<file path="src/rtl/dmab_pkg.sv">
package dmab_pkg;

  typedef enum logic [1:0] {
    ST_OFF   = 2'd0,
    ST_WAIT  = 2'd1,
    ST_BURST = 2'd2
  } seq_state_e;

  localparam int unsigned SIDES = 2;

endpackage

</file>
<file path="src/rtl/dmab_addr_unit.sv">
module dmab_addr_unit #(
  parameter int unsigned AW = 24
) (
  input  logic          clk,
  input  logic          rst_n,
  input  logic          load,
  input  logic [AW-1:0] start,
  input  logic          adv,
  input  logic          rewind,
  input  logic          step_en,
  input  logic          step_dec,
  input  logic          word,
  output logic [AW-1:0] addr
);

  logic [AW-1:0] addr_q, addr_d;
  logic [AW-1:0] shadow_q, shadow_d;
  logic [AW-1:0] step;
  logic          upd_en;

  always_comb begin
    step = word ? AW'(2) : AW'(1);
  end

  always_comb begin
    addr_d   = addr_q;
    shadow_d = shadow_q;
    upd_en   = load | adv;
    if (load) begin
      addr_d   = start;
      shadow_d = start;
    end else if (adv) begin
      if (rewind) begin
        addr_d = shadow_q;
      end else if (step_en) begin
        addr_d = step_dec ? (addr_q - step) : (addr_q + step);
      end
    end
  end

  always_ff @(posedge clk or negedge rst_n) begin
    if (!rst_n) begin
      addr_q   <= '0;
      shadow_q <= '0;
    end else if (upd_en) begin
      addr_q   <= addr_d;
      shadow_q <= shadow_d;
    end
  end

  assign addr = addr_q;

endmodule

</file>
<file path="src/rtl/dmab_count.sv">
module dmab_count #(
  parameter int unsigned W = 8
) (
  input  logic         clk,
  input  logic         rst_n,
  input  logic         load,
  input  logic [W-1:0] init,
  input  logic         dec,
  output logic         last
);

  logic [W-1:0] hold_q, hold_d;
  logic [W-1:0] cnt_q, cnt_d;
  logic         upd_en;

  // A stored 0 counts down through the wrap, so it yields 2^W steps.
  always_comb begin
    last = (cnt_q == W'(1));
  end

  always_comb begin
    hold_d = hold_q;
    cnt_d  = cnt_q;
    upd_en = load | dec;
    if (load) begin
      hold_d = init;
      cnt_d  = init;
    end else if (dec) begin
      cnt_d = last ? hold_q : (cnt_q - W'(1));
    end
  end

  always_ff @(posedge clk or negedge rst_n) begin
    if (!rst_n) begin
      hold_q <= '0;
      cnt_q  <= '0;
    end else if (upd_en) begin
      hold_q <= hold_d;
      cnt_q  <= cnt_d;
    end
  end

endmodule

</file>
<file path="src/rtl/dmab_seq_ctrl.sv">
module dmab_seq_ctrl
  import dmab_pkg::*;
(
  input  logic clk,
  input  logic rst_n,
  input  logic cfg_load,
  input  logic irq_en,
  input  logic irq_clr,
  input  logic req,
  input  logic bus_done,
  input  logic in_last,
  input  logic out_last,
  output logic xfer,
  output logic blk_end,
  output logic bus_req,
  output logic chan_en,
  output logic irq
);

  seq_state_e state_q, state_d;
  logic       irq_q, irq_d;
  logic       job_end;

  always_comb begin
    xfer    = (state_q == ST_BURST) && bus_done;
    blk_end = xfer && in_last;
    job_end = blk_end && out_last;
  end

  always_comb begin
    state_d = state_q;
    if (cfg_load) begin
      state_d = ST_WAIT;
    end else begin
      unique case (state_q)
        ST_WAIT:  if (req) state_d = ST_BURST;
        ST_BURST: begin
          if (job_end)      state_d = ST_OFF;
          else if (blk_end) state_d = ST_WAIT;
        end
        default:  state_d = ST_OFF;
      endcase
    end
  end

  always_comb begin
    irq_d = irq_q;
    if (cfg_load)                irq_d = 1'b0;
    else if (job_end && irq_en)  irq_d = 1'b1;
    else if (irq_clr)            irq_d = 1'b0;
  end

  always_ff @(posedge clk or negedge rst_n) begin
    if (!rst_n) begin
      state_q <= ST_OFF;
      irq_q   <= 1'b0;
    end else begin
      state_q <= state_d;
      irq_q   <= irq_d;
    end
  end

  assign bus_req = (state_q == ST_BURST);
  assign chan_en = (state_q != ST_OFF);
  assign irq     = irq_q;

endmodule

</file>
<file path="src/rtl/dmab_block_seq.sv">
module dmab_block_seq
  import dmab_pkg::*;
#(
  parameter int unsigned AW = 24,
  parameter int unsigned IW = 8,
  parameter int unsigned OW = 16
) (
  input  logic          clk,
  input  logic          rst_n,
  input  logic          cfg_load,
  input  logic [AW-1:0] cfg_addr_a,
  input  logic [AW-1:0] cfg_addr_b,
  input  logic [IW-1:0] cfg_blk_len,
  input  logic [OW-1:0] cfg_blk_cnt,
  input  logic          cfg_word,
  input  logic          cfg_step_a,
  input  logic          cfg_dec_a,
  input  logic          cfg_step_b,
  input  logic          cfg_dec_b,
  input  logic          cfg_blk_b,
  input  logic          cfg_irq_en,
  input  logic          irq_clr,
  input  logic          req,
  input  logic          bus_done,
  output logic [AW-1:0] src_addr,
  output logic [AW-1:0] dst_addr,
  output logic          bus_req,
  output logic          bus_word,
  output logic          chan_en,
  output logic          irq
);

  logic             word_q;
  logic [SIDES-1:0] step_q;
  logic [SIDES-1:0] dec_q;
  logic             blk_b_q;
  logic             irq_en_q;

  logic             xfer, blk_end, in_last, out_last;
  logic [AW-1:0]    start_v [SIDES];
  logic [AW-1:0]    addr_v  [SIDES];

  always_ff @(posedge clk or negedge rst_n) begin
    if (!rst_n) begin
      word_q   <= 1'b0;
      step_q   <= '0;
      dec_q    <= '0;
      blk_b_q  <= 1'b0;
      irq_en_q <= 1'b0;
    end else if (cfg_load) begin
      word_q   <= cfg_word;
      step_q   <= {cfg_step_b, cfg_step_a};
      dec_q    <= {cfg_dec_b, cfg_dec_a};
      blk_b_q  <= cfg_blk_b;
      irq_en_q <= cfg_irq_en;
    end
  end

  assign start_v[0] = cfg_addr_a;
  assign start_v[1] = cfg_addr_b;

  dmab_seq_ctrl u_ctrl (
    .clk      (clk),
    .rst_n    (rst_n),
    .cfg_load (cfg_load),
    .irq_en   (irq_en_q),
    .irq_clr  (irq_clr),
    .req      (req),
    .bus_done (bus_done),
    .in_last  (in_last),
    .out_last (out_last),
    .xfer     (xfer),
    .blk_end  (blk_end),
    .bus_req  (bus_req),
    .chan_en  (chan_en),
    .irq      (irq)
  );

  dmab_count #(.W(IW)) u_inner (
    .clk   (clk),
    .rst_n (rst_n),
    .load  (cfg_load),
    .init  (cfg_blk_len),
    .dec   (xfer),
    .last  (in_last)
  );

  dmab_count #(.W(OW)) u_outer (
    .clk   (clk),
    .rst_n (rst_n),
    .load  (cfg_load),
    .init  (cfg_blk_cnt),
    .dec   (blk_end),
    .last  (out_last)
  );

  for (genvar g = 0; g < SIDES; g++) begin : g_side
    logic is_blk;
    assign is_blk = (blk_b_q == (g == 1));
    dmab_addr_unit #(.AW(AW)) u_addr (
      .clk      (clk),
      .rst_n    (rst_n),
      .load     (cfg_load),
      .start    (start_v[g]),
      .adv      (xfer),
      .rewind   (blk_end && is_blk),
      .step_en  (step_q[g]),
      .step_dec (dec_q[g]),
      .word     (word_q),
      .addr     (addr_v[g])
    );
  end

  assign src_addr = addr_v[0];
  assign dst_addr = addr_v[1];
  assign bus_word = word_q;

endmodule

</file>
<file path="config.mk">
export PLATFORM = sky130hd
export DESIGN_NAME = dmab_block_seq
export DESIGN_NICKNAME = d
export VERILOG_FILES = /design/src/rtl/dmab_pkg.sv /design/src/rtl/dmab_addr_unit.sv /design/src/rtl/dmab_count.sv /design/src/rtl/dmab_seq_ctrl.sv /design/src/rtl/dmab_block_seq.sv
export SDC_FILE = /design/constraint.sdc
export NUM_CORES = 1
export LEC_CHECK = 0
export BUFFER_PORTS_ARGS = -buffer_cell sky130_fd_sc_hd__buf_2
export CAP_MARGIN = 0
export CORE_ASPECT_RATIO = 0.5
export CORE_MARGIN = 2
export CORE_UTILIZATION = 25
export DETAILED_ROUTE_END_ITERATION = 7
export PLACE_DENSITY_LB_ADDON = 0.05
export SYNTH_ARGS = -nofsm -noshare
export SYNTH_HDL_FRONTEND = slang
export SYNTH_SLANG_ARGS = --single-unit
</file>
<file path="constraint.sdc">
create_clock -name clk -period 3.4 [get_ports clk]
set_input_delay 0.51 -clock clk [delete_from_list [all_inputs] [get_ports clk]]
set_output_delay 0.51 -clock clk [all_outputs]
set_load 0.1 [all_outputs]
</file>
# Word level (Yosys, flattened, before mapping)
# Cells that the tools add are included.
# totals
n_memories	0
inputBits	85
romBits	0
output_inout_bits	52
ff_bits	154
latch_bits	0
ram_bits	0
word_cells	74
# classes
n_shift	0
n_div	0
multipliers	0
order_cmp	0
reduce_logical	19
eq_ne	6
n_bitwise	3
n_mux	25
addsub	6
# op_table
operator	n
$mux 24	10
$add 24x24->24	2
$mux 16	3
$sub 24x24->24	2
$mux 8	3
$eq 16x1->1 const B	1
$sub 16x1->16 const B	1
$mux 2	5
$reduce_and 2->1	5
$reduce_bool 3->1	3
$eq 8x1->1 const B	1
$sub 8x1->8 const B	1
$logic_and 1x1->1	6
$reduce_and 3->1	2
$reduce_bool 2->1	3
$ne 4x2->1 const B	1
$pmux 2 s2	1
$mux 1	3
$ne 3x3->1 const B	1
$eq 2x1->1 const B	1
$eq 2x2->1 const B	1
$or 1x1->1	2
$not 1->1	1

# Logic depth before layout (Yosys ltp)
# Gate-level depths: netlist of the first run.
# depth
ltp_word	7
depth_mapped	12
depth_no_buf	12

# Cells and area by module
# From an unflattened synthesis of the first run, not the netlist that was laid out.
# hier_totals
cells_unflattened	1161
hier_area_um2	10326.2
# by_module_without_submodules
mod	cells_each	seq_area_each_um2	instances	area_each_um2
dmab_addr_unit at g_side[1].u_addr	432	1201.2	1	3562.2
dmab_addr_unit at g_side[0].u_addr	427	1201.2	1	3470.8
dmab_count at u_outer	178	800.8	1	1919.3
dmab_count at u_inner	88	400.4	1	894.6
dmab_block_seq	17	175.2	1	304.0
dmab_seq_ctrl	19	75.1	1	175.2

# Worst setup path after synthesis of the first run
# No wires, ideal clock.
# synth_path
path_kind	register -> register
start	register u_ctrl.state_q[0]
end	register g_side[0].u_addr.addr_q[6]
arrival_time_ns	3.348
path_buffers	2
setup_ns	0.078
t_required_ns	3.322
stages_incl_launch_ff	11
path_slack_ns	-0.026
period_less_slack_ns	3.426
path_cell_list	dfrtp_1 > nor2b_1 > and2_1 > buf_1 > nand3_1 > nor2_1 > buf_2 > nand2_1 > o211ai_1 > o21ai_0 > a21oi_1
# synth_between
elab_chain_cells	7
elab_cells_between_ends	11
cone_classes	eq/ne: 1; mux: 3; bitwise: 1; reduce/logical: 6
# synth_lines
element	line	source
start, declared	dmab_seq_ctrl.sv:20	seq_state_e state_q, state_d;
start signal, assigned	dmab_seq_ctrl.sv:58	state_q <= state_d;
$eq 2x2->1 (*)	--	
net bus_req	dmab_block_seq.sv:27	output logic bus_req,
$logic_and 1x1->1 (*)	dmab_seq_ctrl.sv:25	xfer = (state_q == ST_BURST) && bus_done;
$logic_and 1x1->1	dmab_seq_ctrl.sv:26	blk_end = xfer && in_last;
$logic_and 1x1->1	dmab_block_seq.sv:106	.rewind (blk_end && is_blk),
$mux 24	dmab_addr_unit.sv:33	if (rewind) begin
$mux 24	dmab_addr_unit.sv:32	end else if (adv) begin
$mux 24	dmab_addr_unit.sv:29	if (load) begin
end signal, assigned	dmab_addr_unit.sv:46	addr_q <= addr_d;
end, declared	dmab_addr_unit.sv:16	logic [AW-1:0] addr_q, addr_d;
# The timed path passes the listed nets; every way through them passes the cells marked *. The select of a mux whose other input is x is not followed.
# A chain may end at the register's enable or synchronous reset.

# Worst setup path in the final report of the first run
# layout_path
start	register dec_q[1]
end	register g_side[1].u_addr.addr_q[20]
# layout_between
elab_chain_cells	5
# layout_lines
element	line	source
start, declared	dmab_block_seq.sv:35	logic [SIDES-1:0] dec_q;
start signal, assigned	dmab_block_seq.sv:53	dec_q <= {cfg_dec_b, cfg_dec_a};
$mux 24	dmab_addr_unit.sv:36	addr_d = step_dec ? (addr_q - step) : (addr_q + step);
$mux 24	dmab_addr_unit.sv:35	end else if (step_en) begin
$mux 24	dmab_addr_unit.sv:33	
$mux 24	dmab_addr_unit.sv:32	
$mux 24	dmab_addr_unit.sv:29	
end signal, assigned	dmab_addr_unit.sv:46	
end, declared	dmab_addr_unit.sv:16	
# Every way passes these cells. The select of a mux whose other input is x is not followed.

==> results.md, run 1 <==
* Sequential power share at between 30% and 40%
* Initial DRC count at 489
* Final worst-path cycle share at around nine tenths
* Global-route usage over all layers at between 10% and 20%
* P_int at between 3000 and 4000 uW
* Net switching power at between 2000 and 3000 uW
* Max-slew violations at 0
* Worst EP required at ~3.7 ns
* Drt wl/cell at roughly 18 um
* Number of flops mapped to enable cells by yosys at 0
* Worst hold margin at approximately 0.033 ns
* Vias in the first global route at ~8500
* Power Dens Cells at 576.7 nW/um^2
* Pre-CTS WS at between 0.2 and 0.25 ns
* CTS Buf Count at 17
* Critical Path Source Type: register
* Compound-Gate Fraction of Synth Area at about a quarter
* Netlist cell types at just over 70
* Post-synth top area share at about 40%
* Crit. End Element: register
* Max-cap check violation count at 0
* Max VDD drop at 363.4 uV
* Pre-antenna DRT Iters at 4
* Fin crit period at 3.117 ns
* Worst Path Max Fanout at 21
* Area added between synthesis and finish at 20.10%
* Clock buffer depth at 2
* Starting density of the core at 25.50%
* Post-cts sizing count at 0
* DP Wirelength at about 22 mm
* Primary FF master, synth: dfrtp_1
* Drt total wl at around 31 mm
* Gr ovfl total at 0
* Clk_skew at 0.01186 ns
* Comb pwr share at roughly 37%
* Root buffer cell: clkbuf_16
* Synth Area in Adders at just under 7%
* Die Y at 142.4 um
* Synth Area in XOR/XNOR at ~3.4%
* Share of async-settable or async-resettable flops after synthesis at 100.0%
* First-pass GRT wire length at 48.85 mm
* Yosys Warn Count at 0
* Final Hold Viols at 0
* Clock power frac at 30.2%
* Post-route design area at around 11000 sq um
* Hold_buf cts at 0
* Mapped Area at around 9600 sq um
* Initial antenna violation count at 0
* Critical path arrival at 3.45 ns
* Post-CTS Setup Inserts at 0
* Max-slew headroom at 57.28%
* RSZ-0062 raised after global routing: false
* Diodes inserted at 0
* Worst-path clk slew at approximately 0.07 ns
* Min-delay worst type: input pin to asynchronous set/reset pin
* Largest net degree at the start of global routing at 57
* Sink Count at roughly 150
* Simple-gate share of the synthesized area at about 15%
* Die area at roughly 40000 sq um
* Leakage at between 0.005 and 0.006 uW
* Synth Instances at 1102
* Rows at 50
* CTS tree: built
* Setup violations, final at 0
* Via count at about 8400
* Area contributors post-synth: dfrtp_1 (40%), o21ai_0 (7.1%), ha_1 (6.5%)
* H-tree level count at 4
* Sw Ratio at about 40%
* Status: complete, no violations
* Syn_nets at 1239
* Clock latency on the worst-skew pair at approximately 0.45 ns
* Post-Route Setup TNS at 0 ns
* Placed instance area at between 10000 and 15000 sq um
* Highest-count cells in the layout ignoring fill and taps: dfrtp_1 (154), o21ai_0 (136), buf_2 (134)
* Slew @ Worst Pin at ~0.64 ns
* Post-route antenna net violation count at 0
* Ports at ~140
* Layout cell share with drive strength beyond 1 at roughly a fifth
* DR vias/cell at between 4 and 5
* Post-synth top area cell: dfrtp_1
* Nets at about 1400
* Post-synthesis area per instance at a little under 9 sq um
* Commonest non-fill, non-tap cell in the layout: dfrtp_1
* Die width at around 280 um
* Core area at approximately 38000 sq um
* Post-route DRC at 0
* FF+latch count, synth at roughly 150
* Port bufs at 136
* Post-layout worst setup margin at 0.2826 ns
* Fmax at about 0.32 GHz
* Mux cell area share after synthesis at under 10%
* Largest family of logic cells by synthesized area: compound AO/OA/AOI/OAI gates
* Seq/Total Area, Yosys at about 40%
* Critical path type: register to register
* Gpl congestion at ~0.84
* Layout Utilization at between 30 and 40%
[path summary, 6_finish.rpt]
| check | slack [ns] | endpoint | depth (start not counted) | from |
|---|---|---|---|---|
| worst min-delay path | 0.03 | u_outer.hold_q[7]$_DFFE_PN0P_ | 1 | rst_n |
| worst min register to register | 0.50 | g_side[1].u_addr.shadow_q[9]$_DFFE_PN0P_ | 1 | g_side[1].u_addr.shadow_q[9]$_DFFE_PN0P_ |
| worst max register to register | 0.28 | g_side[1].u_addr.addr[20]$_DFFE_PN0P_ | 10 | dec_q[1]$_DFFE_PN0P_ |
| worst max-delay path | 0.28 | g_side[1].u_addr.addr[20]$_DFFE_PN0P_ | 10 | dec_q[1]$_DFFE_PN0P_ |
| min in group clk | 0.27 | u_outer.cnt_q[7]$_DFFE_PN0P_ | 3 | cfg_blk_cnt[7] |
| max in group asynchronous | 2.58 | g_side[1].u_addr.shadow_q[5]$_DFFE_PN0P_ | 2 | rst_n |
[stage by stage]
step                std cells  total power (uW)
detailed placement       1710              4674
CTS                      1742              6720
global placement         1710              4669
finish                   1742              6631
global route             1742              7030
floorplan                1102              4074
[metal layers]
metal	GRT usage (%)	wire length, um
met3	2.397	737
met1	21.28	14960
met4	4.503	366
met2	26.19	14620
met5	0	0
[cell families after synthesis]
kind of cell,Yosys count
fa+ha+maj,52
flops,154
xor+xnor,37
buf+inv,134
mux,27
compound gates,395
simple gates,303
[cell usage after synthesis (all sizes together) (16+ instances only)]
library cell / count
dfrtp: 154
o21ai: 141
nand2: 111
a21oi: 84
inv: 84
nor2: 79
ha: 50
clkbuf: 38
mux2: 25
o211ai: 25
xnor2: 22
nor3: 21
o21a: 20
a211oi: 18
nand3: 16
[final cells by class]
| class | count | area [sq um] |
|---|---|---|
| fill | 4032 | 26040 |
| multi-input combinational | 814 | 5205 |
| sequential | 154 | 3854 |
| timing repair buffer | 164 | 915.9 |
| tap | 494 | 618.1 |
| clock buffer | 21 | 470.5 |
| inverter | 84 | 315.3 |
| clock inverter | 11 | 118.9 |
[flip-flops by register name (all words and copies together), names as in the netlist]
name                    flops
g_side.u_addr.shadow_q     48
u_ctrl.state_q              2
step_q                      2
blk_b_q                     1
dec_q                       2
u_outer.cnt_q              16
irq_en_q                    1
u_ctrl.irq                  1
g_side.u_addr.addr         48
bus_word                    1
u_inner.hold_q              8
u_outer.hold_q             16
u_inner.cnt_q               8
[power groups by stage]
| stage | Clock, uW | Combinational [uW] | Sequential (uW) |
|---|---|---|---|
| 2_1_floorplan | 0 | 1240 | 2830 |
| 3_3_place_gp | 0 | 2420 | 2250 |
| 3_5_place_dp | 0 | 2420 | 2250 |
| 4_1_cts | 2070 | 2440 | 2220 |
| 5_1_grt | 2130 | 2650 | 2240 |
| 6_report | 2000 | 2420 | 2210 |
[worst max-delay path, stage by stage, from the launching register on]
cell       delay [ns]
dfrtp_1          0.43
buf_4            0.32
ha_1             0.33
or4_1            0.42
o21ai_0          0.17
o31ai_2          0.17
a2111oi_4        0.43
nor3_1           0.13
a2111oi_2        0.33
xor2_1           0.19
a21oi_1          0.08
No activity file was read; power rests on OpenSTA's default activity.
==> run 2: changes to the inputs <==
- CTS_CLUSTER_DIAMETER: not set -> 40
- SETUP_SLACK_MARGIN: not set -> 0.05
- clock period: 3.4 -> 2.8 ns (I/O delays scaled with it)
==> run 2 against run 1 <==
  * Global-route usage increased by 0.30 points
  * Fmax increased by 12%
  * Combinational power is 36% higher
  * Register-to-register slack got worse by 0.28 ns
  * Worst hold slack improved by 0.14 ns
  * Clock power increased by 35%
  * First-iteration DRC count is 17% lower
  * Largest power group unchanged
==> results.md, run 2 (synthesized netlist as in run 1, its figures left out) <==
* Die width at 280.7 um (unchanged)
* Max-slew violations at 0 (unchanged)
* Worst path cell trace: inv_2 -> ha_4 -> inv_2 -> fa_2 -> a211oi_2 -> o21a_1 -> o31ai_4 -> a2111oi_4 -> nor3_2 -> a2111oi_2 -> xor2_1 -> a21oi_1 (was buf_4 -> ha_1 -> or4_1 -> o21ai_0 -> o31ai_2 -> a2111oi_4 -> nor3_1 -> a2111oi_2 -> xor2_1 -> a21oi_1)
* Drt wl/cell at 17.28 um (was 17.62 um)
* Worst Path Max Fanout at 4 (was 21)
* R2R Setup Slk at 0.005 ns (was 0.28 ns)
* Via count at 8794 (was 8396)
* FF-to-FF Start: bus_word$_DFFE_PN0P_ (was dec_q[1]$_DFFE_PN0P_)
* Power Dens Cells at 702.2 nW/um^2 (was 576.7 nW/um^2)
* Setup violations, final at 0 (unchanged)
* RSZ-0062 raised after global routing: true (was false)
* CP delay by family, top: compound AO/OA/AOI/OAI gates (unchanged)
* Crit path max-delay cell type: dfrtp_4 (was dfrtp_1)
* Gpl congestion at 0.8322 (was 0.8395)
* Final Hold Viols at 0 (unchanged)
* Hold Crit Endpoint: u_outer.cnt_q[7]$_DFFE_PN0P_
* Min-delay worst type: input pin to register (was input pin to asynchronous set/reset pin)
* Die area at 39970 sq um (unchanged)
* CTS tree: built (unchanged)
* Critical path type: register to register (unchanged)
* Nets at 1438 (was 1372)
* Largest net degree at the start of global routing at 76 (was 57)
* Layout cell share with drive strength beyond 1 at 28.31% (was 19.63%)
* Worst-path clk slew at 0.07 ns (about the same)
* Worst hold margin at 0.1759 ns (was 0.03253 ns)
* Origin of the worst min-delay path: cfg_blk_cnt[7]
* Final worst-path cycle share at 99.82% (was 91.69%)
* Worst EP required at 3.13 ns (was 3.73 ns)
* Clock buffer depth at 2 (unchanged)
* Hold Crit Depth at 3
* Starting density of the core at 25.50% (unchanged)
* Core area at 37540 sq um (unchanged)
* Max-slew headroom at 52.88% (was 57.28%)
* Port bufs at 136 (unchanged)
* Vias in the first global route at 9027 (was 8517)
* First-pass GRT wire length at 49.86 mm (was 48.85 mm)
* Ports at 137 (unchanged)
* H-tree level count at 4 (unchanged)
* Critical Path Source Type: register (unchanged)
* Initial DRC count at 404 (was 489)
* Post-layout worst setup margin at 0.005069 ns (was 0.2826 ns)
* Post-route insts no fill at 1808 (was 1742)
* Layout Utilization at 32.90% (was 30.63%)
* Post-placement cell count at 1766 (was 1710)
* Max VDD drop at 421.9 uV (was 363.4 uV)
* Fmax at 0.3578 GHz (was 0.3208 GHz)
* Die Y at 142.4 um (unchanged)
* Clock latency on the worst-skew pair at 0.46 ns (was 0.45 ns)
* Worst reg-to-reg path cell count at 12 (was 10)
* Drt total wl at 31.24 mm (was 30.69 mm)
* Sink Count at 154 (unchanged)
* Root buffer cell: clkbuf_16 (unchanged)
* Leakage at 0.005503 uW (was 0.005122 uW)
* CP dominant cell by count: inv_2
* Post-route DRC at 0 (unchanged)
* CP bufs+invs at 2 (was 1)
* Clk_skew at 0.01340 ns (was 0.01186 ns)
* Fin crit period at 2.795 ns (was 3.117 ns)
* DP Wirelength at 22.75 mm (was 22.17 mm)
* Highest-count cells in the layout ignoring fill and taps: buf_2 (134), dfrtp_1 (132), o21ai_0 (129) (was dfrtp_1 (154), o21ai_0 (136), buf_2 (134))
* Worst flop-to-flop path endpoint: g_side[1].u_addr.addr[20]$_DFFE_PN0P_ (unchanged)
* Post-route antenna net violation count at 0 (unchanged)
* Slowest stage delay, CP at 0.50 ns (was 0.43 ns)
* Commonest non-fill, non-tap cell in the layout: buf_2 (was dfrtp_1)
* CTS Buf Count at 17 (unchanged)
* Pre-CTS WS at -0.1345 ns (was 0.2177 ns)
* Pre-antenna DRT Iters at 5 (was 4)
* Initial antenna violation count at 0 (unchanged)
* Max-cap check violation count at 0 (unchanged)
* Fill cells at 3986 (was 4032)
* Area added between synthesis and finish at 28.99% (was 20.10%)
* DR vias/cell at 4.864 (was 4.820)
* Diodes inserted at 0 (unchanged)
* Gr ovfl total at 0 (unchanged)
* Rows at 50 (unchanged)
* Critical path arrival at 3.13 ns (was 3.45 ns)
* Slew @ Worst Pin at 0.7068 ns (was 0.6359 ns)
* Global-route usage over all layers at 16.07% (was 15.76%)
* Status: complete, no violations (unchanged)
* Crit. End Element: register (unchanged)
## run 2: tightest hold or removal path, delay by kind of cell
| kind | cells | cell delay [ns] |
|---|---|---|
| and+or+nand+nor | 2 | 0.10 |
| buffers and inverters | 1 | 0.08 |
## run 2: metrics by stage
stage | total power [uW] | area (sq um) | setup TNS (ns)
2_1_floorplan | 4969 | 9630 | -0.1072
3_3_place_gp | 5856 | 11400 | -0.2501
3_5_place_dp | 5862 | 11400 | -0.3748
4_1_cts | 8690 | 12180 | 0
5_1_grt | 9201 | 12350 | -1.225
6_report | 8671 | 12350 | 0
## run 2: what timing repair did
| action | 4_1_cts | 5_1_grt |
|---|---|---|
| gates cloned | 0 | 0 |
| resized for setup | 15 | 34 |
| setup endpoints to repair | 21 | 38 |
| buffers inserted | 4 | 5 |
| endpoints found under the hold margin | 10 | 0 |
| hold buffers | 1 | 0 |
| pin swaps | 10 | 25 |
## run 2: how the worst max path moves through the flow
| stage | startpoint | slack (ns) | endpoint | cells after the start |
|---|---|---|---|---|
| detailed placement | bus_word$_DFFE_PN0P_ | -0.13 | g_side[1].u_addr.addr[22]$_DFFE_PN0P_ | 11 |
| floorplan | g_side[1].u_addr.addr[0]$_DFFE_PN0P_ | -0.07 | g_side[1].u_addr.addr[20]$_DFFE_PN0P_ | 12 |
| global placement | bus_word$_DFFE_PN0P_ | -0.09 | g_side[1].u_addr.addr[22]$_DFFE_PN0P_ | 12 |
| CTS | bus_word$_DFFE_PN0P_ | 0.004 | g_side[1].u_addr.addr[20]$_DFFE_PN0P_ | 12 |
| finish | bus_word$_DFFE_PN0P_ | 0.005 | g_side[1].u_addr.addr[20]$_DFFE_PN0P_ | 12 |
| global route | bus_word$_DFFE_PN0P_ | -0.13 | g_side[1].u_addr.addr[20]$_DFFE_PN0P_ | 12 |
## run 2: per-layer routing
layer | wire length (um) | global-route usage, %
met4 | 340 | 3.659
met3 | 915 | 3.267
met1 | 14610 | 20.51
met5 | 0 | 0
met2 | 15370 | 27.98
## run 2: report_power, final
part / internal [uW] / switching, uW / total, uW
logic: 1180 / 2110 / 3290
clock network: 1640 / 1060 / 2700
registers: 2480 / 211 / 2690
## run 2: final cells by class
class                   count  area, sq um  area share, %
multi-input cells         814         5418          43.87
well taps                 494        618.1          5.006
inverters                  84        317.8          2.574
repair buffers            230         1439          11.65
clock inverters            13        216.5          1.753
flip-flops and latches    154         3886          31.47
clock buffers              19        452.9          3.668
==> run 3: changes to the inputs <==
- SETUP_SLACK_MARGIN: 0.05 -> 0.5
==> run 3 against run 2 <==
  * The flow now finishes with violations (negative setup slack)
  * Utilization grew 2.4 points
  * Critical path depth grew 1
  * Final cell count grew 1.7%
  * Power grew 2.3%
  * Die area is the same
  * First-iteration DRC count grew 29%
  * Via count grew 2.0%
  * Flip-flop and latch count is the same
  * Wire length grew 5.3%
  * Clock power is essentially flat
  * Clock skew shrank 0.0031 ns
  * Largest cell class unchanged
  * Highest routed layer unchanged
==> results.md, run 3 (synthesized netlist as in run 1, its figures left out) <==
* Die width at 280.7 um (unchanged)
* Vias in the first global route at 9231 (was 9027)
* Rows at 50 (unchanged)
* H-tree level count at 4 (unchanged)
* Initial DRC count at 523 (was 404)
* Setup violations, final at 6 (was 0)
* Fin crit period at 2.908 ns (was 2.795 ns)
* Post-route DRC at 0 (unchanged)
* Critical Path Source Type: register (unchanged)
* R2R Setup Slk at -0.11 ns (was 0.005 ns)
* Root buffer cell: clkbuf_16 (unchanged)
* Ports at 137 (unchanged)
* Commonest non-fill, non-tap cell in the layout: buf_2 (unchanged)
* Layout cell share with drive strength beyond 1 at 36.01% (was 28.31%)
* FF-to-FF Start: bus_word$_DFFE_PN0P_ (unchanged)
* Clk_skew at 0.01031 ns (was 0.01340 ns)
* Worst-path clk slew at 0.07 ns (about the same)
* Max VDD drop at 385.3 uV (was 421.9 uV)
* Diodes inserted at 0 (unchanged)
* Leakage at 0.005781 uW (was 0.005503 uW)
* Worst reg-to-reg path cell count at 13 (was 12)
* Core area at 37540 sq um (unchanged)
* Post-route antenna net violation count at 0 (unchanged)
* First-pass GRT wire length at 51.79 mm (was 49.86 mm)
* Port bufs at 136 (unchanged)
* CTS Buf Count at 17 (unchanged)
* Drt total wl at 32.89 mm (was 31.24 mm)
* Pre-antenna DRT Iters at 5 (unchanged)
* Sink Count at 154 (unchanged)
* Fmax at 0.3439 GHz (was 0.3578 GHz)
* Post-placement cell count at 1767 (was 1766)
* Highest-count cells in the layout ignoring fill and taps: buf_2 (134), dfrtp_1 (122), nand2_1 (104) (was buf_2 (134), dfrtp_1 (132), o21ai_0 (129))
* Worst EP required at 3.13 ns (about the same)
* Worst hold margin at 0.1929 ns (was 0.1759 ns)
* DR vias/cell at 4.879 (was 4.864)
* Die Y at 142.4 um (unchanged)
* Die area at 39970 sq um (unchanged)
* Design Power at 8867 uW (was 8671 uW)
* Hold Crit Endpoint: u_outer.cnt_q[7]$_DFFE_PN0P_ (unchanged)
* Drt wl/cell at 17.89 um (was 17.28 um)
* Origin of the worst min-delay path: cfg_blk_cnt[7] (unchanged)
* Starting density of the core at 25.50% (unchanged)
* CTS tree: built (unchanged)
* Largest net degree at the start of global routing at 60 (was 76)
* Critical path arrival at 3.24 ns (was 3.13 ns)
* Final Hold Viols at 0 (unchanged)
* Gr ovfl total at 0 (unchanged)
* Post-route design area at 13230 sq um (was 12350 sq um)
* Worst Path Max Fanout at 4 (unchanged)
* Min-delay worst type: input pin to register (unchanged)
* Gpl congestion at 0.8145 (was 0.8322)
* Post-route insts no fill at 1838 (was 1808)
* Via count at 8968 (was 8794)
* Violated checks: negative setup slack
* Final worst-path cycle share at 103.8% (was 99.82%)
* Worst flop-to-flop path endpoint: g_side[1].u_addr.addr[20]$_DFFE_PN0P_ (unchanged)
* Critical path type: register to register (unchanged)
* Placed instance area at 11520 sq um (was 11400 sq um)
* Power Dens Cells at 670.0 nW/um^2 (was 702.2 nW/um^2)
* Hold Crit Depth at 3 (unchanged)
* RSZ-0062 raised after global routing: true (unchanged)
* Crit. End Element: register (unchanged)
* Max-slew violations at 0 (unchanged)
* DP Wirelength at 23.41 mm (was 22.75 mm)
* Global-route usage over all layers at 16.70% (was 16.07%)
* Clock latency on the worst-skew pair at 0.45 ns (was 0.46 ns)
* Max-slew headroom at 57.70% (was 52.88%)
* Status: finished with violations (was complete, no violations)
* Nets at 1469 (was 1438)
* Slew @ Worst Pin at 0.6346 ns (was 0.7068 ns)
* Clock buffer depth at 2 (unchanged)
* Pre-CTS WS at -0.1999 ns (was -0.1345 ns)
* Max-cap check violation count at 0 (unchanged)
* Post-layout worst setup margin at -0.1078 ns (was 0.005069 ns)
* Area added between synthesis and finish at 38.24% (was 28.99%)
* Initial antenna violation count at 0 (unchanged)
==> run 3: changes by cell type in the layout (fill, tap and decap cells not counted), moves of 8 or more <==
cell / before / now
nor2_1: 78 / 62
a211oi_1: 13 / 5
o21ai_0: 129 / 98
a21oi_2: 3 / 12
buf_4: 90 / 101
nor2_4: 0 / 9
a21oi_1: 80 / 71
o21ai_1: 10 / 39
dfrtp_1: 132 / 122
buf_6: 2 / 16
==> run 3: where the power goes <==
part	total [uW]	internal (uW)	leakage [uW]	switching [uW]
clock network	2680	1630	0.000316	1050
registers	2710	2480	0.00182	227
logic	3480	1280	0.00365	2200
total	8870	5390	0.00578	3480
==> run 3: timing repair <==
item,4_1_cts,5_1_grt
pin swaps,59,39
gates cloned,1,0
hold buffers,1,0
resized for setup,99,81
endpoints found under the setup margin,66,66
endpoints found under the hold margin,39,0
buffers inserted,19,19
==> run 3: critical path, cell delays in order (launching register included) <==
cell and delay [ns]:
dfrtp_4 0.52, inv_2 0.08, ha_4 0.13, inv_2 0.03
fa_2 0.36, a211oi_4 0.24, o21a_2 0.21, o31ai_4 0.11
a2111oi_4 0.35, buf_4 0.18, nor3_2 0.04, a2111oi_2 0.26
xor2_1 0.19, a21oi_1 0.08
==> run 3: layout make-up <==
cell class              instances  area (sq um)
fillers                      3855         24300
multi-input cells             814          5943
flip-flops and latches        154          3909
repair buffers                260          1769
well taps                     494         618.1
clock buffers                  20         456.7
inverters                      84         327.8
clock inverters                11         193.9
repair inverters                1         16.27
==> run 3: worst max path at each step <==
stage	startpoint	end	slack, ns	cells past startpoint
detailed placement	bus_word$_DFFE_PN0P_	g_side[0].u_addr.addr[23]$_DFFE_PN0P_	-0.20	12
CTS	bus_word$_DFFE_PN0P_	g_side[0].u_addr.addr[23]$_DFFE_PN0P_	-0.06	12
finish	bus_word$_DFFE_PN0P_	g_side[1].u_addr.addr[20]$_DFFE_PN0P_	-0.11	13
global placement	bus_word$_DFFE_PN0P_	g_side[0].u_addr.addr[23]$_DFFE_PN0P_	-0.19	12
global route	bus_word$_DFFE_PN0P_	g_side[1].u_addr.addr[20]$_DFFE_PN0P_	-0.25	13
floorplan	g_side[1].u_addr.addr[0]$_DFFE_PN0P_	g_side[1].u_addr.addr[20]$_DFFE_PN0P_	-0.07	12
==> run 3: per-layer routing <==
layer  vias to the layer above  wire, um  global-route usage (%)
met5                         -         0                       0
met4                         0       330                   4.025
met3                        20       794                   2.873
met2                       100     15850                   28.11
met1                      4411     15910                   22.32
li1                       4437         -                       -
==> run 3: through the flow <==
stage / TNS (ns) / utilization (%)
3_5_place_dp: -1.201 / 30.68
3_3_place_gp: -0.9142 / 30.68
2_1_floorplan: -0.1072 / -
6_report: -0.3717 / 35.26
4_1_cts: -0.1723 / 33.95
5_1_grt: -1.830 / 35.26
